--- src/rtl/sfp_pkg.sv ---
package sfp_pkg;

  typedef enum logic [1:0] {
    SR_NONE   = 2'd0,
    SR_TAKE   = 2'd1,
    SR_REFUSE = 2'd2
  } srst_act_e;

  // Threshold at which a queue reports itself half full.
  function automatic int half_mark(input int depth);
    return (depth + 1) / 2;
  endfunction

endpackage

--- src/rtl/sfp_fifo_core.sv ---
module sfp_fifo_core #(
  parameter int WIDTH = 9,
  parameter int DEPTH = 8,
  localparam int AW = (DEPTH > 1) ? $clog2(DEPTH) : 1,
  localparam int CW = $clog2(DEPTH + 1)
) (
  input  logic             clk,
  input  logic             rst,
  input  logic             en,
  input  logic             flush,
  input  logic             push,
  input  logic [WIDTH-1:0] wdata,
  input  logic             pop,
  output logic [WIDTH-1:0] rdata,
  output logic [CW-1:0]    cnt_q,
  output logic [CW-1:0]    cnt_d
);

  logic [WIDTH-1:0] mem [DEPTH];
  logic [AW-1:0]    wr_ptr, rd_ptr, wr_nxt, rd_nxt;
  logic             is_full, is_empty, push_ok, pop_ok;

  assign is_full  = (cnt_q == CW'(DEPTH));
  assign is_empty = (cnt_q == '0);
  assign push_ok  = en && push && !is_full;
  assign pop_ok   = en && pop && !is_empty;

  generate
    if ((1 << AW) == DEPTH) begin : g_pow2
      assign wr_nxt = wr_ptr + AW'(1);
      assign rd_nxt = rd_ptr + AW'(1);
    end else begin : g_wrap
      assign wr_nxt = (wr_ptr == AW'(DEPTH - 1)) ? '0 : wr_ptr + AW'(1);
      assign rd_nxt = (rd_ptr == AW'(DEPTH - 1)) ? '0 : rd_ptr + AW'(1);
    end
  endgenerate

  // Storage: no reset, single write port, registered read for block RAM.
  always_ff @(posedge clk) begin
    if (push_ok && !flush) mem[wr_ptr] <= wdata;
  end

  always_ff @(posedge clk) begin
    if (rst)                  rdata <= '0;
    else if (pop_ok && !flush) rdata <= mem[rd_ptr];
  end

  always_ff @(posedge clk) begin
    if (rst || flush) begin
      wr_ptr <= '0;
      rd_ptr <= '0;
    end else begin
      if (push_ok) wr_ptr <= wr_nxt;
      if (pop_ok)  rd_ptr <= rd_nxt;
    end
  end

  always_comb begin
    cnt_d = cnt_q;
    if (flush) begin
      cnt_d = '0;
    end else begin
      case ({push_ok, pop_ok})
        2'b10:   cnt_d = cnt_q + CW'(1);
        2'b01:   cnt_d = cnt_q - CW'(1);
        default: cnt_d = cnt_q;
      endcase
    end
  end

  always_ff @(posedge clk) begin
    if (rst) cnt_q <= '0;
    else     cnt_q <= cnt_d;
  end

  AST_NO_OVERFLOW: assert property (@(posedge clk) disable iff (rst)
    (cnt_q == CW'(DEPTH) && push && !pop && !flush) |=> (cnt_q == CW'(DEPTH)));
  AST_NO_UNDERFLOW: assert property (@(posedge clk) disable iff (rst)
    (cnt_q == '0 && pop && !push && !flush) |=> (cnt_q == '0));
  AST_FLUSH_EMPTIES: assert property (@(posedge clk) disable iff (rst)
    flush |=> (cnt_q == '0));
  AST_DISABLED_HOLDS: assert property (@(posedge clk) disable iff (rst)
    (!en && !flush) |=> $stable(cnt_q));
  AST_COUNT_BOUND: assert property (@(posedge clk) disable iff (rst)
    cnt_q <= CW'(DEPTH));

endmodule

--- src/rtl/sfp_level_flags.sv ---
module sfp_level_flags #(
  parameter int DEPTH = 8,
  localparam int AW = (DEPTH > 1) ? $clog2(DEPTH) : 1,
  localparam int CW = $clog2(DEPTH + 1),
  localparam int HALF = sfp_pkg::half_mark(DEPTH)
) (
  input  logic          clk,
  input  logic          rst,
  input  logic [CW-1:0] cnt_d,
  output logic [AW-1:0] level_q,
  output logic          half_q,
  output logic          full_q,
  output logic          empty_q
);

  // Flags registered from the next count, so they line up with the count.
  always_ff @(posedge clk) begin
    if (rst) begin
      level_q <= '0;
      half_q  <= 1'b0;
      full_q  <= 1'b0;
      empty_q <= 1'b1;
    end else begin
      level_q <= cnt_d[AW-1:0];
      half_q  <= (cnt_d >= CW'(HALF));
      full_q  <= (cnt_d == CW'(DEPTH));
      empty_q <= (cnt_d == '0);
    end
  end

  AST_FULL_WRAPS_LEVEL: assert property (@(posedge clk) disable iff (rst)
    full_q |-> (level_q == '0));
  AST_FULL_EMPTY_EXCL: assert property (@(posedge clk) disable iff (rst)
    !(full_q && empty_q));
  AST_FULL_IMPLIES_HALF: assert property (@(posedge clk) disable iff (rst)
    full_q |-> half_q);

endmodule

--- src/rtl/sfp_srst_gate.sv ---
module sfp_srst_gate
  import sfp_pkg::*;
(
  input  logic clk,
  input  logic rst,
  input  logic req,
  input  logic rx_has_data,
  output logic flush,
  output logic busy_err_q
);

  srst_act_e act;

  always_comb begin
    if (!req)             act = SR_NONE;
    else if (rx_has_data) act = SR_REFUSE;
    else                  act = SR_TAKE;
  end

  assign flush = (act == SR_TAKE);

  always_ff @(posedge clk) begin
    if (rst) busy_err_q <= 1'b0;
    else     busy_err_q <= (act == SR_REFUSE);
  end

  AST_ERR_FROM_REQ: assert property (@(posedge clk) disable iff (rst)
    busy_err_q |-> $past(req));
  AST_ERR_ONE_PULSE: assert property (@(posedge clk) disable iff (rst)
    (busy_err_q && !$past(req, 2)) |=> (!busy_err_q || $past(req)));

endmodule

--- src/rtl/sfp_fifo_pair.sv ---
module sfp_fifo_pair #(
  parameter int WIDTH = 9,
  parameter int DEPTH = 8,
  localparam int LVL_W = (DEPTH > 1) ? $clog2(DEPTH) : 1,
  localparam int CW = $clog2(DEPTH + 1)
) (
  input  logic             clk,
  input  logic             rst,
  input  logic             tx_en,
  input  logic             rx_en,
  input  logic             soft_rst_req,
  input  logic             tx_push,
  input  logic [WIDTH-1:0] tx_wdata,
  input  logic             tx_pop,
  output logic [WIDTH-1:0] tx_rdata,
  input  logic             rx_push,
  input  logic [WIDTH-1:0] rx_wdata,
  input  logic             rx_pop,
  output logic [WIDTH-1:0] rx_rdata,
  output logic [LVL_W-1:0] tx_level,
  output logic             tx_half,
  output logic             tx_full,
  output logic             tx_empty,
  output logic [LVL_W-1:0] rx_level,
  output logic             rx_half,
  output logic             rx_ready,
  output logic             busy_err
);

  logic          flush;
  logic [CW-1:0] tx_cnt_q, tx_cnt_d, rx_cnt_q, rx_cnt_d;
  logic          rx_empty_unused;

  sfp_srst_gate u_gate (
    .clk         (clk),
    .rst         (rst),
    .req         (soft_rst_req),
    .rx_has_data (rx_cnt_q != '0),
    .flush       (flush),
    .busy_err_q  (busy_err)
  );

  sfp_fifo_core #(.WIDTH(WIDTH), .DEPTH(DEPTH)) u_tx_core (
    .clk   (clk),
    .rst   (rst),
    .en    (tx_en),
    .flush (flush),
    .push  (tx_push),
    .wdata (tx_wdata),
    .pop   (tx_pop),
    .rdata (tx_rdata),
    .cnt_q (tx_cnt_q),
    .cnt_d (tx_cnt_d)
  );

  sfp_fifo_core #(.WIDTH(WIDTH), .DEPTH(DEPTH)) u_rx_core (
    .clk   (clk),
    .rst   (rst),
    .en    (rx_en),
    .flush (flush),
    .push  (rx_push),
    .wdata (rx_wdata),
    .pop   (rx_pop),
    .rdata (rx_rdata),
    .cnt_q (rx_cnt_q),
    .cnt_d (rx_cnt_d)
  );

  sfp_level_flags #(.DEPTH(DEPTH)) u_tx_flags (
    .clk     (clk),
    .rst     (rst),
    .cnt_d   (tx_cnt_d),
    .level_q (tx_level),
    .half_q  (tx_half),
    .full_q  (tx_full),
    .empty_q (tx_empty)
  );

  sfp_level_flags #(.DEPTH(DEPTH)) u_rx_flags (
    .clk     (clk),
    .rst     (rst),
    .cnt_d   (rx_cnt_d),
    .level_q (rx_level),
    .half_q  (rx_half),
    .full_q  (rx_ready),
    .empty_q (rx_empty_unused)
  );

  AST_TX_LEVEL_TRACKS: assert property (@(posedge clk) disable iff (rst)
    tx_level == tx_cnt_q[LVL_W-1:0]);
  AST_RX_READY_TRACKS: assert property (@(posedge clk) disable iff (rst)
    rx_ready == (rx_cnt_q == CW'(DEPTH)));
  AST_RX_EMPTY_TRACKS: assert property (@(posedge clk) disable iff (rst)
    rx_empty_unused == (rx_cnt_q == '0));
  AST_REFUSE_KEEPS_TX: assert property (@(posedge clk) disable iff (rst)
    (busy_err && !$past(tx_push) && !$past(tx_pop)) |-> $stable(tx_cnt_q));

endmodule

--- config.mk ---
export PLATFORM = sky130hd
export DESIGN_NAME = sfp_fifo_pair
export DESIGN_NICKNAME = d
export VERILOG_FILES = /design/src/rtl/sfp_pkg.sv /design/src/rtl/sfp_fifo_core.sv /design/src/rtl/sfp_level_flags.sv /design/src/rtl/sfp_srst_gate.sv /design/src/rtl/sfp_fifo_pair.sv
export SDC_FILE = /design/constraint.sdc
export NUM_CORES = 1
export LEC_CHECK = 0
export BUFFER_PORTS_ARGS = -buffer_cell sky130_fd_sc_hd__buf_2
export CORE_MARGIN = 2
export CORE_UTILIZATION = 45
export CTS_BUF_LIST = sky130_fd_sc_hd__clkbuf_4
export CTS_CLUSTER_SIZE = 40
export DETAILED_ROUTE_END_ITERATION = 7
export PLACE_DENSITY_LB_ADDON = 0.2
export SETUP_SLACK_MARGIN = 0.5
export SYNTH_ARGS = -nofsm -noshare
export SYNTH_HDL_FRONTEND = slang
export SYNTH_SLANG_ARGS = --single-unit
--- constraint.sdc ---
create_clock -name clk -period 4.1 [get_ports clk]
set_input_delay 1.025 -clock clk [delete_from_list [all_inputs] [get_ports clk]]
set_output_delay 1.025 -clock clk [all_outputs]
set_load 0.005 [all_outputs]
# Word-level counts from Yosys, hierarchy flattened
# Memories as Yosys holds them, arrays and structs flattened. A register that Yosys moved wholly into a read port is not among the register bits.
# Cells that the tools add are included.
[totals]
reg_bits = 32
ram_bits = 144
in_bits = 27
out_inout_bits = 30
n_memories = 2
[op_classes]
add_sub_neg = 8
order_cmp = 2
eq_ne = 10
mux = 10
n_reduce_logical = 22
[memory_table]
columns = ["name", "words", "width", "rd", "rd_ports_with_merged_regs", "wr", "line", "text"]
rows = [
  ["u_rx_core.mem", 8, 9, 1, 1, 1, "sfp_fifo_core.sv:19", "logic [WIDTH-1:0] mem [DEPTH];"],
  ["u_tx_core.mem", 8, 9, 1, 1, 1, "sfp_fifo_core.sv:19", ""],
]
[op_table]
columns = ["operator", "count"]
rows = [
  ["4-bit equality test, second input constant", 4],
  ["4-bit one-hot mux with 2 select lines", 2],
  ["3-bit by 1-bit adder with 3-bit output, second input constant", 4],
  ["1-bit logical AND", 12],
  ["4-bit logical NOT", 3],
  ["4-bit by 1-bit adder with 4-bit output, second input constant", 2],
  ["4-bit by 3-bit >= comparator with 1-bit output, second input constant", 2],
  ["4-bit two-way mux", 2],
  ["4-bit by 1-bit subtractor with 4-bit output, second input constant", 2],
  ["2-bit by 1-bit equality test with 1-bit output, second input constant", 3],
  ["2-bit equality test, second input constant", 3],
  ["1-bit logical NOT", 5],
  ["1-bit two-way mux", 4],
  ["2-bit two-way mux", 2],
  ["4-bit nonzero test", 1],
  ["1-bit logical OR", 1],
]

# Logic depth before layout (Yosys ltp)
# Gate-level depths: netlist (run 1).
[depth]
depth_word = 8
ltp_mapped = 11

# Modules after synthesis
# From an unflattened synthesis (run 1), not the netlist that was laid out.
[unflattened]
hier_cells = 453
area_unflattened_um2 = 7734.9
[modules_own_cells]
columns = ["mod", "n_inst", "cells_each", "area_per_inst_um2", "seq_area_each_um2"]
rows = [
  ["sfp_fifo_core (u_rx_core)", 1, 212, 3713.6, 2542.4],
  ["sfp_fifo_core (u_tx_core)", 1, 209, 3619.7, 2542.4],
  ["sfp_level_flags", 2, 14, 177.7, 120.1],
  ["sfp_srst_gate", 1, 3, 38.8, 20.0],
  ["sfp_fifo_pair", 1, 1, 7.5, 0.0],
]

# Worst setup path after synthesis (run 1)
# No wires, ideal clock.
[synth_path]
path_kind = "input port to flip-flop"
startpoint = "input rx_en"
endpoint = "register u_rx_flags.half_q"
t_arrival_ps = 3071
required_time_ps = 4025
slack_ps = 953
stages = 9
path_buffers = 1
cell_sequence = "nand2_1 > nor2_1 > clkbuf_1 > ha_1 > a211o_1 > a2111o_1 > o21a_2 > o21a_1 > o22ai_1"
[synth_via]
elab_chain_cells = 6
word_cells_on_any_way = 9
cone_classes = "order compare: 1; eq/ne: 2; mux: 2; reduce/logical: 4"
[synth_lines]
columns = ["item", "line", "text"]
rows = [
  ["start: declaration", "sfp_fifo_pair.sv:10", "input logic rx_en,"],
  ["1-bit logical AND * (2 in series)", "sfp_fifo_core.sv:26", "assign pop_ok = en && pop && !is_empty;"],
  ["via u_rx_core.pop_ok", "sfp_fifo_core.sv:21", "logic is_full, is_empty, push_ok, pop_ok;"],
  ["2-bit by 1-bit equality test with 1-bit output or 2-bit equality test (tied branches)", "sfp_fifo_core.sv:63", "case ({push_ok, pop_ok})"],
  ["4-bit one-hot mux with 2 select lines *", "sfp_fifo_core.sv:63", ""],
  ["4-bit two-way mux *", "sfp_fifo_core.sv:60", "if (flush) begin"],
  ["4-bit by 3-bit >= comparator with 1-bit output *", "sfp_level_flags.sv:25", "half_q <= (cnt_d >= CW'(HALF));"],
  ["end signal: assignment", "sfp_level_flags.sv:25", ""],
  ["end: declaration", "sfp_level_flags.sv:11", "output logic half_q,"],
]
# Mark *: on every way through the listed nets, which the timed path passes. The rest lies on a longest branch.
# A chain may end at the register's enable or synchronous reset.

# Final worst setup path (run 1)
[layout_path]
startpoint = "register u_rx_core.cnt_q[1]"
endpoint = "register u_rx_flags.half_q"
[layout_via]
elab_chain_cells = 7
word_cells_on_any_way = 17
cone_classes = "add/sub: 2; order compare: 1; eq/ne: 4; mux: 4; reduce/logical: 6"
[layout_lines]
columns = ["item", "line", "text"]
rows = [
  ["start: declaration", "sfp_fifo_core.sv:15", "output logic [CW-1:0] cnt_q,"],
  ["start signal: assignment", "sfp_fifo_core.sv:73", "else cnt_q <= cnt_d;"],
  ["4-bit equality test or 4-bit logical NOT (tied branches)", "sfp_fifo_core.sv:23, sfp_fifo_core.sv:24", ""],
  ["1-bit logical NOT, on equally long branches", "sfp_fifo_core.sv:25, sfp_fifo_core.sv:26", ""],
  ["1-bit logical AND, on equally long branches", "sfp_fifo_core.sv:25, sfp_fifo_core.sv:26", ""],
  ["2-bit by 1-bit equality test with 1-bit output or 2-bit equality test (tied branches)", "sfp_fifo_core.sv:63", ""],
  ["4-bit one-hot mux with 2 select lines", "sfp_fifo_core.sv:63", ""],
  ["4-bit two-way mux *", "sfp_fifo_core.sv:60", ""],
  ["4-bit by 3-bit >= comparator with 1-bit output *", "sfp_level_flags.sv:25", ""],
]
# Every way passes the cells marked *; elsewhere a longest branch is shown, timed or not.

==> results of run 1 <==
## cells in the final DEF (no fill, tap or decap), drive strengths merged, types with 2 or more instances in the layout
cell type / netlist / routed
bufinv: 0 / 2
clkinv: 0 / 5
nand2: 16 / 16
clkinvlp: 0 / 2
o21a: 2 / 2
xor2: 9 / 9
o21ai: 5 / 5
nor2: 48 / 48
nor3: 7 / 7
nor4b: 2 / 2
dfxtp: 44 / 44
nor3b: 3 / 3
a21o: 2 / 2
clkbuf: 7 / 17
inv: 5 / 11
nand3: 4 / 4
o211ai: 3 / 3
a211oi: 19 / 19
a211o: 2 / 2
diode: 0 / 2
ha: 9 / 9
a21oi: 9 / 9
nand2b: 4 / 4
edfxtp: 144 / 144
xnor2: 4 / 4
nand3b: 2 / 2
nor4: 3 / 3
mux4: 36 / 36
buf: 21 / 75
and2: 4 / 4
mux2i: 24 / 24
## report_power, final
part           switching [mW]  leakage, nW  internal (mW)
logic                   0.110        0.985         0.0800
registers              0.0191         1.65           2.07
clock network           0.636        0.152          0.374
total                   0.766         2.79           2.53
## through the flow
step	total power, mW	hold WS [ns]
after detailed placement	2.329	0.4899
after floorplan	2.256	0.4938
final	3.294	0.5044
after global routing	3.438	0.5426
after global placement	2.321	0.4879
after CTS	3.334	0.5092
## flip-flops by register name (all words and copies together), names as in the netlist
| name | flops |
|---|---|
| u_tx_core.mem | 72 |
| u_tx_flags.full_q | 1 |
| u_tx_flags.empty_q | 1 |
| u_gate.busy_err_q | 1 |
| u_rx_core.rd_ptr | 3 |
| u_rx_flags.full_q | 1 |
| u_tx_core.wr_ptr | 3 |
| u_tx_core.cnt_q | 2 |
| u_rx_core.mem | 72 |
| u_tx_core.rd_ptr | 3 |
| u_rx_core.cnt_q | 4 |
| u_rx_core.wr_ptr | 3 |
| u_tx_flags.half_q | 1 |
| u_tx_core.rdata | 9 |
| u_rx_flags.half_q | 1 |
| u_tx_flags.level_q | 2 |
| u_rx_core.rdata | 9 |
## cells by family (layout without fill, tap and decap cells)
family | Yosys count | after routing
flops | 188 | 188
simple gates | 100 | 100
mux | 61 | 61
compound gates | 48 | 48
buf+inv | 33 | 112
xor+xnor | 13 | 13
fa+ha+maj | 9 | 9
other cells | 0 | 2
## routing by layer
layer | GRT usage | vias up | share of wire
li1 | - | 1890 | -
met1 | 0.2204 | 2028 | 0.45
met2 | 0.2566 | 97 | 0.49
met3 | 0.04528 | 26 | 0.043
met4 | 0.06501 | 0 | 0.020
met5 | 0 | - | 0
## worst paths after layout
kind | from | cells after the start | slack [ns] | end
setup / recovery | u_rx_core.cnt_q[1]$_SDFF_PP0_ | 9 | 1.12 | u_rx_flags.half_q$_SDFF_PP0_
hold / removal | u_tx_core.rdata[4]$_SDFFE_PP0P_ | 2 | 0.50 | u_tx_core.rdata[4]$_SDFFE_PP0P_
setup reg to reg | u_rx_core.cnt_q[1]$_SDFF_PP0_ | 9 | 1.12 | u_rx_flags.half_q$_SDFF_PP0_
hold reg to reg | u_tx_core.rdata[4]$_SDFFE_PP0P_ | 2 | 0.50 | u_tx_core.rdata[4]$_SDFFE_PP0P_
## critical path: stages (launching register included)
cell,delay (ns)
dfxtp_1,0.65
nor3_1,0.15
a21oi_1,0.51
inv_1,0.10
ha_1,0.37
a211o_1,0.30
a2111o_1,0.40
o21a_2,0.13
o21a_1,0.19
o22ai_1,0.13
## final cells by class
cell class                      count  area [µm²]
Clock inverter                     15       162.7
Timing Repair Buffer               75       422.9
Clock buffer                       17       127.6
Inverter                            5       18.77
Fill cell                        1416        8083
Antenna cell                        2       5.005
Sequential cell                   188        5205
Multi-Input combinational cell    231        2166
Tap cell                          220       275.3
==> flow_metrics.py, run 1 <==
metrics = {
    "setup_path": {
        "cp_data_arrival_time_ns": 3.49,
        "cp_max_fo": 12,
        "crit_type": "reg2reg",
        "start_kind": "flop",
        "required_ns": 4.61,
        "endpoint_kind": "flop",
    },
    "floorplan": {
        "die_h_um": 133.2,
        "fp.coreArea_um2": 16470,
        "fp.dieArea_um2": 17750,
        "fp.dieW_um": 133.2,
        "io_pins": 57,
        "initial_utilization": 0.4565,
        "placementRows": 47,
    },
    "timing": {
        "skew_ns": 0.02530,
        "min_period_ns": 2.978,
        "rsz0062_at_grt": "false",
        "period_share": 0.7265,
        "tightestPinTransition_ns": 1.051,
        "report.final.slew_viol_count": 0,
        "relSlewSlack": 0.2981,
        "hold_viol_final": 0,
        "setup_viol": 0,
        "fmax_mhz": 335.7,
        "tns_ns": 0,
        "setup_slack_ns": 1.122,
    },
    "detailed_routing": {
        "viasPerCell": 5.367,
        "vias": 4041,
        "ant_nets": 0,
        "first_iter_violations": 259,
        "drt-total-wl_um": 13730,
        "wl_per_cell_um": 18.23,
        "drcViolationCount": 0,
        "firstDrtPassIters": 6,
    },
    "synthesis": {
        "synthArstFlopShare": 0,
        "synth_top_family_by_area": "multiplexers",
        "synthDistinctLibCells": 49,
        "synth-seq-area-share": 0.6924,
        "yosys-mux-area-fraction": 0.1418,
        "yosys.area_share.simple": 0.06658,
        "synth_top_cell_by_area": "edfxtp_1",
        "synth-xor-area-share": 0.01515,
        "synthesis.nets": 488,
        "synth_compound_area_frac": 0.04710,
        "synth_common_cells": "edfxtp_1 (144), nor2_1 (48), dfxtp_1 (44), mux4_2 (36), mux2i_1 (24)",
        "synthFlopType": "edfxtp_1",
        "syn_inst": 452,
        "synth_edf_count": 144,
        "yosysTopAreaCellShare": 0.5752,
        "synth-adder-area-share": 0.01498,
        "syn_area_um2": 7517,
        "synth_most_common_cell": "edfxtp_1",
        "ys_top_cells_by_area": "edfxtp_1 (58%), dfxtp_1 (12%), mux4_2 (11%)",
        "avgSynthCellArea_um2": 16.63,
        "synth_warnings": 0,
        "synth-seq-cells": 188,
    },
    "cts": {
        "cts_sinks": 188,
        "cts_max_path_buffers": 2,
        "insertion_delay_ns": 0.57,
        "cts_resized": 0,
        "ctsHoldBuffers": 0,
        "cts_buffers": 17,
        "h-tree-depth": 4,
        "cts_setup_buffers": 0,
        "cts_tree": "built",
        "clock-root-buffer": "clkbuf_4",
        "path_clk_slew_ns": 0.16,
    },
    "placed_design": {
        "io_buffers": 56,
        "dp_cells": 719,
        "place_area_um2": 8088,
        "place_ws_ns": 0.7421,
        "gp_congestion": 0.8143,
        "dp.final_hpwl_um": 8573,
    },
    "final_layout": {
        "fin_cells": 753,
        "final_util": 0.5091,
        "final_area_um2": 8383,
        "nNetsFinal": 554,
        "synthToLayoutAreaGrowth_pct": 11.52,
        "drive_above_1_share": 0.2881,
    },
    "global_routing": {
        "track_usage": 0.1642,
        "grt_pass1_vias": 3987,
        "grt.overflow.total": 0,
        "grt_pass1_wl_um": 21760,
        "antenna_found_initial": 2,
        "grt_max_degree": 24,
    },
    "run": {
        "max_cap_viol_count": 0,
    },
    "min_path": {
        "hold_path_class": "reg2reg",
    },
    "power_and_ir_drop": {
        "p_per_area_nw_per_um2": 392.9,
        "power_leakage_nw": 2.791,
        "vdd.ir_drop.worst_mv": 0.1915,
    },
    "status": {
        "status": "finished clean",
    },
}
Power figures use the tool's default switching activity.
==> run 2: changes to the inputs <==
==> constraint.sdc (replaced) <==
create_clock -name clk -period 2.43 [get_ports clk]
set_input_delay 0.6075 -clock clk [delete_from_list [all_inputs] [get_ports clk]]
set_output_delay 0.6075 -clock clk [all_outputs]
set_load 0.005 [all_outputs]
==> run 2 against run 1 <==
  * The flow now finishes with violations (setup timing)
  * Total power is 74% higher
  * Hold slack worse by 0.21 ns
  * Clock power increased by 64%
  * Critical path type unchanged
  * Largest power group unchanged
  * Highest routed layer unchanged
==> flow_metrics.py, run 2 (synthesis results as in run 1) <==
metrics = {
    "floorplan": {
        "placementRows": 47,
        "die_h_um": 133.2,
        "io_pins": 57,
        "fp.dieArea_um2": 17750,
        "fp.coreArea_um2": 16470,
        "fp.dieW_um": 133.2,
        "initial_utilization": 0.4565,
    },
    "timing": {
        "fmax_mhz": 397.0,
        "relSlewSlack": 0.5012,
        "setup_slack_ns": -0.08890,
        "report.final.slew_viol_count": 0,
        "min_period_ns": 2.519,
        "period_share": 1.037,
        "hold_viol_final": 0,
        "rsz0062_at_grt": "true",
        "holdWs_ns": 0.2908,
        "tightestPinTransition_ns": 0.7472,
        "skew_ns": 0.01771,
        "setup_viol": 3,
    },
    "detailed_routing": {
        "wl_per_cell_um": 19.91,
        "vias": 4348,
        "firstDrtPassIters": 7,
        "drcViolationCount": 0,
        "first_iter_violations": 253,
        "ant_nets": 0,
        "drt-total-wl_um": 16270,
        "viasPerCell": 5.322,
    },
    "cts": {
        "cts_max_path_buffers": 2,
        "path_clk_slew_ns": 0.14,
        "cts_buffers": 17,
        "insertion_delay_ns": 0.58,
        "cts_sinks": 188,
        "ctsHoldBuffers": 0,
        "cts_tree": "built",
        "h-tree-depth": 4,
        "clock-root-buffer": "clkbuf_4",
    },
    "final_layout": {
        "drive_above_1_share": 0.4614,
        "final_cell_mix": "edfxtp_1 (144), buf_2 (53), buf_4 (38), dfxtp_1 (37), mux4_2 (36)",
        "reg_top3": "u_rx_core.mem (72), u_tx_core.mem (72)",
        "final_common_cell": "edfxtp_1",
        "nNetsFinal": 619,
        "synthToLayoutAreaGrowth_pct": 27.46,
    },
    "power_and_ir_drop": {
        "seqPwrFrac": 0.615,
        "p_clk_frac": 0.290,
        "vdd.ir_drop.worst_mv": 0.2529,
        "p_int_mw": 4.413,
        "p_per_area_nw_per_um2": 598.2,
        "combPwrFrac": 0.095,
        "p_sw_mw": 1.319,
        "power_leakage_nw": 3.268,
        "totalPowerFinal_mw": 5.732,
        "sw_frac_of_total": 0.2301,
    },
    "global_routing": {
        "grt_pass1_wl_um": 24180,
        "track_usage": 0.1841,
        "grt.overflow.total": 0,
        "grt_max_degree": 23,
        "antenna_found_initial": 1,
        "grt_pass1_vias": 4328,
    },
    "run": {
        "max_cap_viol_count": 0,
    },
    "setup_path": {
        "cp_data_arrival_time_ns": 3.03,
        "cp_max_fo": 2,
        "crit_type": "reg2reg",
        "endpoint_kind": "flop",
        "required_ns": 2.94,
        "start_kind": "flop",
    },
    "placed_design": {
        "gp_congestion": 0.8009,
        "place_ws_ns": -0.1964,
        "io_buffers": 56,
        "dp.final_hpwl_um": 9313,
    },
    "status": {
        "status": "finished, violations left",
        "violations": "setup timing",
    },
    "min_path": {
        "hold_path_class": "in2reg",
    },
}
[run 2: cell types whose count changed in the layout (fill, tap and decap cells not counted), moves of 10 or more]
cell | previous run | this run
nor2_1 | 48 | 33
buf_6 | 0 | 28
nor2_4 | 0 | 10
buf_12 | 0 | 12
buf_4 | 19 | 38
[run 2: metal layers]
layer	wire length (µm)	vias up	track usage
met2	8200	92	0.3033
li1	-	2021	-
met4	225	0	0.06678
met1	7130	2221	0.2437
met3	709	14	0.03919
met5	0	-	0
[run 2: through the flow]
step | TNS [ns] | cell area [µm²] | instances | util
final | -0.1263 | 9582 | 817 | 0.5819
after global routing | -0.6346 | 9582 | 817 | 0.5819
after CTS | -0.2442 | 9186 | 793 | 0.5579
after detailed placement | -0.9914 | 8382 | 731 | 0.5090
after global placement | -0.2146 | 8382 | 731 | 0.5090
after floorplan | -0.3100 | 7756 | 452 | -
[run 2: worst paths after layout]
path / slack (ns) / depth (start not counted) / startpoint / end
max: -0.09 / 9 / u_rx_core.cnt_q[0]$_SDFF_PP0_ / u_rx_flags.half_q$_SDFF_PP0_
max reg2reg: -0.09 / 9 / u_rx_core.cnt_q[0]$_SDFF_PP0_ / u_rx_flags.half_q$_SDFF_PP0_
min reg2reg: 0.51 / 2 / u_tx_core.rdata[2]$_SDFFE_PP0P_ / u_tx_core.rdata[2]$_SDFFE_PP0P_
min: 0.29 / 1 / rx_wdata[2] / u_rx_core.mem[0][2]$_DFFE_PP_
[run 2: area by class of cell]
type / count / area (µm²)
tap: 220 / 275.3
timing repair buffer: 137 / 1234
clock inverter: 12 / 121.4
antenna: 1 / 2.502
sequential: 188 / 5214
fill: 1273 / 6884
clock buffer: 20 / 150.1
inverter: 5 / 18.77
multi-input combinational: 234 / 2566
[run 2: power groups by stage]
stage / sequential (mW) / clock (mW) / combinational (mW)
after CTS: 3.52 / 1.71 / 0.494
after global placement: 3.59 / 0 / 0.397
after floorplan: 3.60 / 0 / 0.235
after global routing: 3.53 / 1.83 / 0.592
after detailed placement: 3.59 / 0 / 0.406
final: 3.52 / 1.66 / 0.547
[run 2: critical path: stages, from the launching register on]
cell and delay (ns):
dfxtp_2 0.35, or4b_4 0.56, a211oi_4 0.25, xor2_1 0.11, ha_2 0.20, a211o_1 0.23, a2111o_1 0.31, o21a_2 0.14
o21a_1 0.18, o22ai_1 0.16
[run 2: repair_timing]
action / 4_1_cts / 5_1_grt
pin swaps: 29 / 16
endpoints found under the hold margin: 0 / 0
cloned: 2 / 4
resized for setup: 39 / 49
setup endpoints to repair: 175 / 181
setup buffers: 28 / 19
==> run 3: changes to the inputs <==
--- a/config.mk
+++ b/config.mk
@@ -12,6 +12,7 @@
 export CTS_CLUSTER_SIZE = 40
 export DETAILED_ROUTE_END_ITERATION = 7
 export PLACE_DENSITY_LB_ADDON = 0.2
+export REMOVE_ABC_BUFFERS = 1
 export SETUP_SLACK_MARGIN = 0.5
 export SYNTH_ARGS = -nofsm -noshare
 export SYNTH_HDL_FRONTEND = slang
==> run 3 against run 2 <==
  * The run still ends with setup timing left
  * Sequential cell count stayed put
  * First-iteration DRC count is 7.5% lower
  * Via count is 0.25% lower
  * Wire length is 3.0% lower
  * Fmax is 0.37% higher
  * Cell count is 0.86% lower
  * Clock skew is 0.00083 ns higher
  * Combinational power is 13% lower
  * Critical path depth stayed put
  * Worst setup slack better by 0.0094 ns
  * Clock power is 4% higher
  * Global-route usage is 0.61 points lower
  * Largest cell class unchanged
  * Largest power group unchanged
  * Highest routed layer unchanged
==> flow_metrics.py, run 3 (synthesis results as in run 1) <==
metrics = {
    "floorplan": {
        "placementRows": 47,
        "fp.coreArea_um2": 16470,
        "io_pins": 57,
        "die_h_um": 133.2,
        "initial_utilization": 0.4565,
        "fp.dieArea_um2": 17750,
        "fp.dieW_um": 133.2,
    },
    "timing": {
        "min_period_ns": 2.509,
        "relSlewSlack": 0.4853,
        "setup_viol": 3,
        "tns_ns": -0.1885,
        "fmax_mhz": 398.5,
        "rsz0062_at_grt": "true",
        "tightestPinTransition_ns": 0.7710,
        "skew_ns": 0.01854,
        "period_share": 1.033,
        "hold_viol_final": 0,
        "report.final.slew_viol_count": 0,
        "setup_slack_ns": -0.07950,
    },
    "detailed_routing": {
        "first_iter_violations": 234,
        "wl_per_cell_um": 19.49,
        "vias": 4337,
        "viasPerCell": 5.354,
        "firstDrtPassIters": 5,
        "ant_nets": 0,
        "drt-total-wl_um": 15790,
        "drcViolationCount": 0,
    },
    "setup_path": {
        "crit_type": "reg2reg",
        "reg2reg_slack_ns": -0.08,
        "critical_path.top_delay_family": "compound AO/OA/AOI/OAI gates",
        "endpoint": "u_rx_flags.half_q$_SDFF_PP0_",
        "worst-path-stages": 9,
        "r2r_end": "u_rx_flags.half_q$_SDFF_PP0_",
        "crit_buf_inv": 0,
        "slowest_delay_ns": 0.56,
        "required_ns": 2.93,
        "worstReg2RegStart": "u_rx_core.cnt_q[1]$_SDFF_PP0_",
        "start_kind": "flop",
        "endpoint_kind": "flop",
        "cp_max_fo": 2,
        "path_cells": "or4b_4 -> a211oi_4 -> xor2_1 -> ha_2 -> a211o_1 -> a2111o_1 -> o21a_2 -> o21a_1 -> o22ai_2",
        "r2r.worst_path.cells": 9,
        "crit_path_start": "u_rx_core.cnt_q[1]$_SDFF_PP0_",
        "critical_path.slowest_cell": "or4b_4",
        "cp_data_arrival_time_ns": 3.01,
    },
    "final_layout": {
        "final_common_cell": "edfxtp_1",
        "fin_cells": 810,
        "multiInputGateArea_um2": 2510,
        "final_cell_mix": "edfxtp_1 (144), buf_2 (56), buf_4 (48), dfxtp_1 (37), mux4_2 (36)",
        "nNetsFinal": 612,
        "seq_area_um2": 5214,
        "final_util": 0.5647,
        "n_fill_cell": 1307,
        "synthToLayoutAreaGrowth_pct": 23.70,
        "drive_above_1_share": 0.4652,
        "reg_top3": "u_rx_core.mem (72), u_tx_core.mem (72)",
    },
    "global_routing": {
        "grt_pass1_wl_um": 23650,
        "grt_max_degree": 22,
        "track_usage": 0.1780,
        "grt_pass1_vias": 4435,
        "grt.overflow.total": 0,
        "antenna_found_initial": 1,
    },
    "power_and_ir_drop": {
        "totalPowerFinal_mw": 5.720,
        "power_leakage_nw": 3.156,
        "p_per_area_nw_per_um2": 615.1,
        "vdd.ir_drop.worst_mv": 0.3676,
    },
    "placed_design": {
        "dp_cells": 742,
        "io_buffers": 56,
        "dp.final_hpwl_um": 8902,
        "gp_congestion": 0.7641,
    },
    "cts": {
        "cts_max_path_buffers": 2,
        "cts_tree": "built",
        "cts_sinks": 188,
        "path_clk_slew_ns": 0.15,
        "h-tree-depth": 4,
        "insertion_delay_ns": 0.56,
        "ctsHoldBuffers": 0,
        "cts_buffers": 17,
        "clock-root-buffer": "clkbuf_4",
    },
    "run": {
        "max_cap_viol_count": 0,
    },
    "status": {
        "status": "finished, violations left",
        "violations": "setup timing",
    },
    "min_path": {
        "hold_path_class": "in2reg",
        "hold_start": "tx_wdata[3]",
        "min_path_cells": 1,
    },
}
-- run 3: cell types whose count changed in the layout (fill, tap and decap cells not counted), sizes merged --
cell	before	now
buf	134	131
inv	7	11
clkinvlp	0	2
and2	7	6
clkinv	8	4
clkbuf	22	18
bufbuf	1	0
-- run 3: how the worst min path moves through the flow --
| stage | endpoint | slack (ns) |
|---|---|---|
| after global placement | u_tx_core.rdata[6]$_SDFFE_PP0P_ | 0.48 |
| after floorplan | u_rx_core.rdata[0]$_SDFFE_PP0P_ | 0.49 |
| after detailed placement | u_rx_core.rdata[3]$_SDFFE_PP0P_ | 0.49 |
| after CTS | u_rx_core.mem[4][2]$_DFFE_PP_ | 0.25 |
| final | u_tx_core.mem[0][3]$_DFFE_PP_ | 0.30 |
| after global routing | u_rx_core.mem[4][5]$_DFFE_PP_ | 0.25 |
-- run 3: worst reg2reg max path, stage by stage (launching register included) --
cell,delay (ns)
dfxtp_2,0.35
or4b_4,0.56
a211oi_4,0.28
xor2_1,0.11
ha_2,0.19
a211o_1,0.22
a2111o_1,0.31
o21a_2,0.13
o21a_1,0.19
o22ai_2,0.13
-- run 3: cell type report --
class / instances / share of cell area
well taps: 220 / 0.02960
clock buffers: 18 / 0.01453
clock inverters: 14 / 0.01682
repair buffers: 131 / 0.1062
multi-input cells: 233 / 0.2699
inverters: 5 / 0.002018
flip-flops and latches: 188 / 0.5607
diodes: 1 / 0.0002691
-- run 3: layer usage --
metal	GRT usage	routed length [µm]
met5	0	0
met4	0.05674	216
met2	0.2950	7921
met1	0.2320	7136
met3	0.04566	511
-- run 3: what timing repair did --
action                                  CTS  global route
resized for setup                        58            77
pin swaps                                26            16
gates cloned                              3             5
endpoints found under the setup margin  176           124
setup buffers                            20             7
-- run 3: report_power, final --
part	switching (mW)	internal (mW)	leakage, nW
Sequential	0.0247	3.50	1.66
Combinational	0.258	0.220	1.34
Clock	1.07	0.643	0.154
Total	1.36	4.36	3.16
-- run 3: per-stage QoR --
stage	cell area, µm²	worst slack [ns]	hold WS, ns
detailed placement	8263	-0.2043	0.4937
floorplan	7371	-0.6745	0.4887
finish	9299	-0.07950	0.3016
CTS	8950	-0.1155	0.2484
global route	9299	-0.1936	0.2472
global placement	8263	-0.1558	0.4831
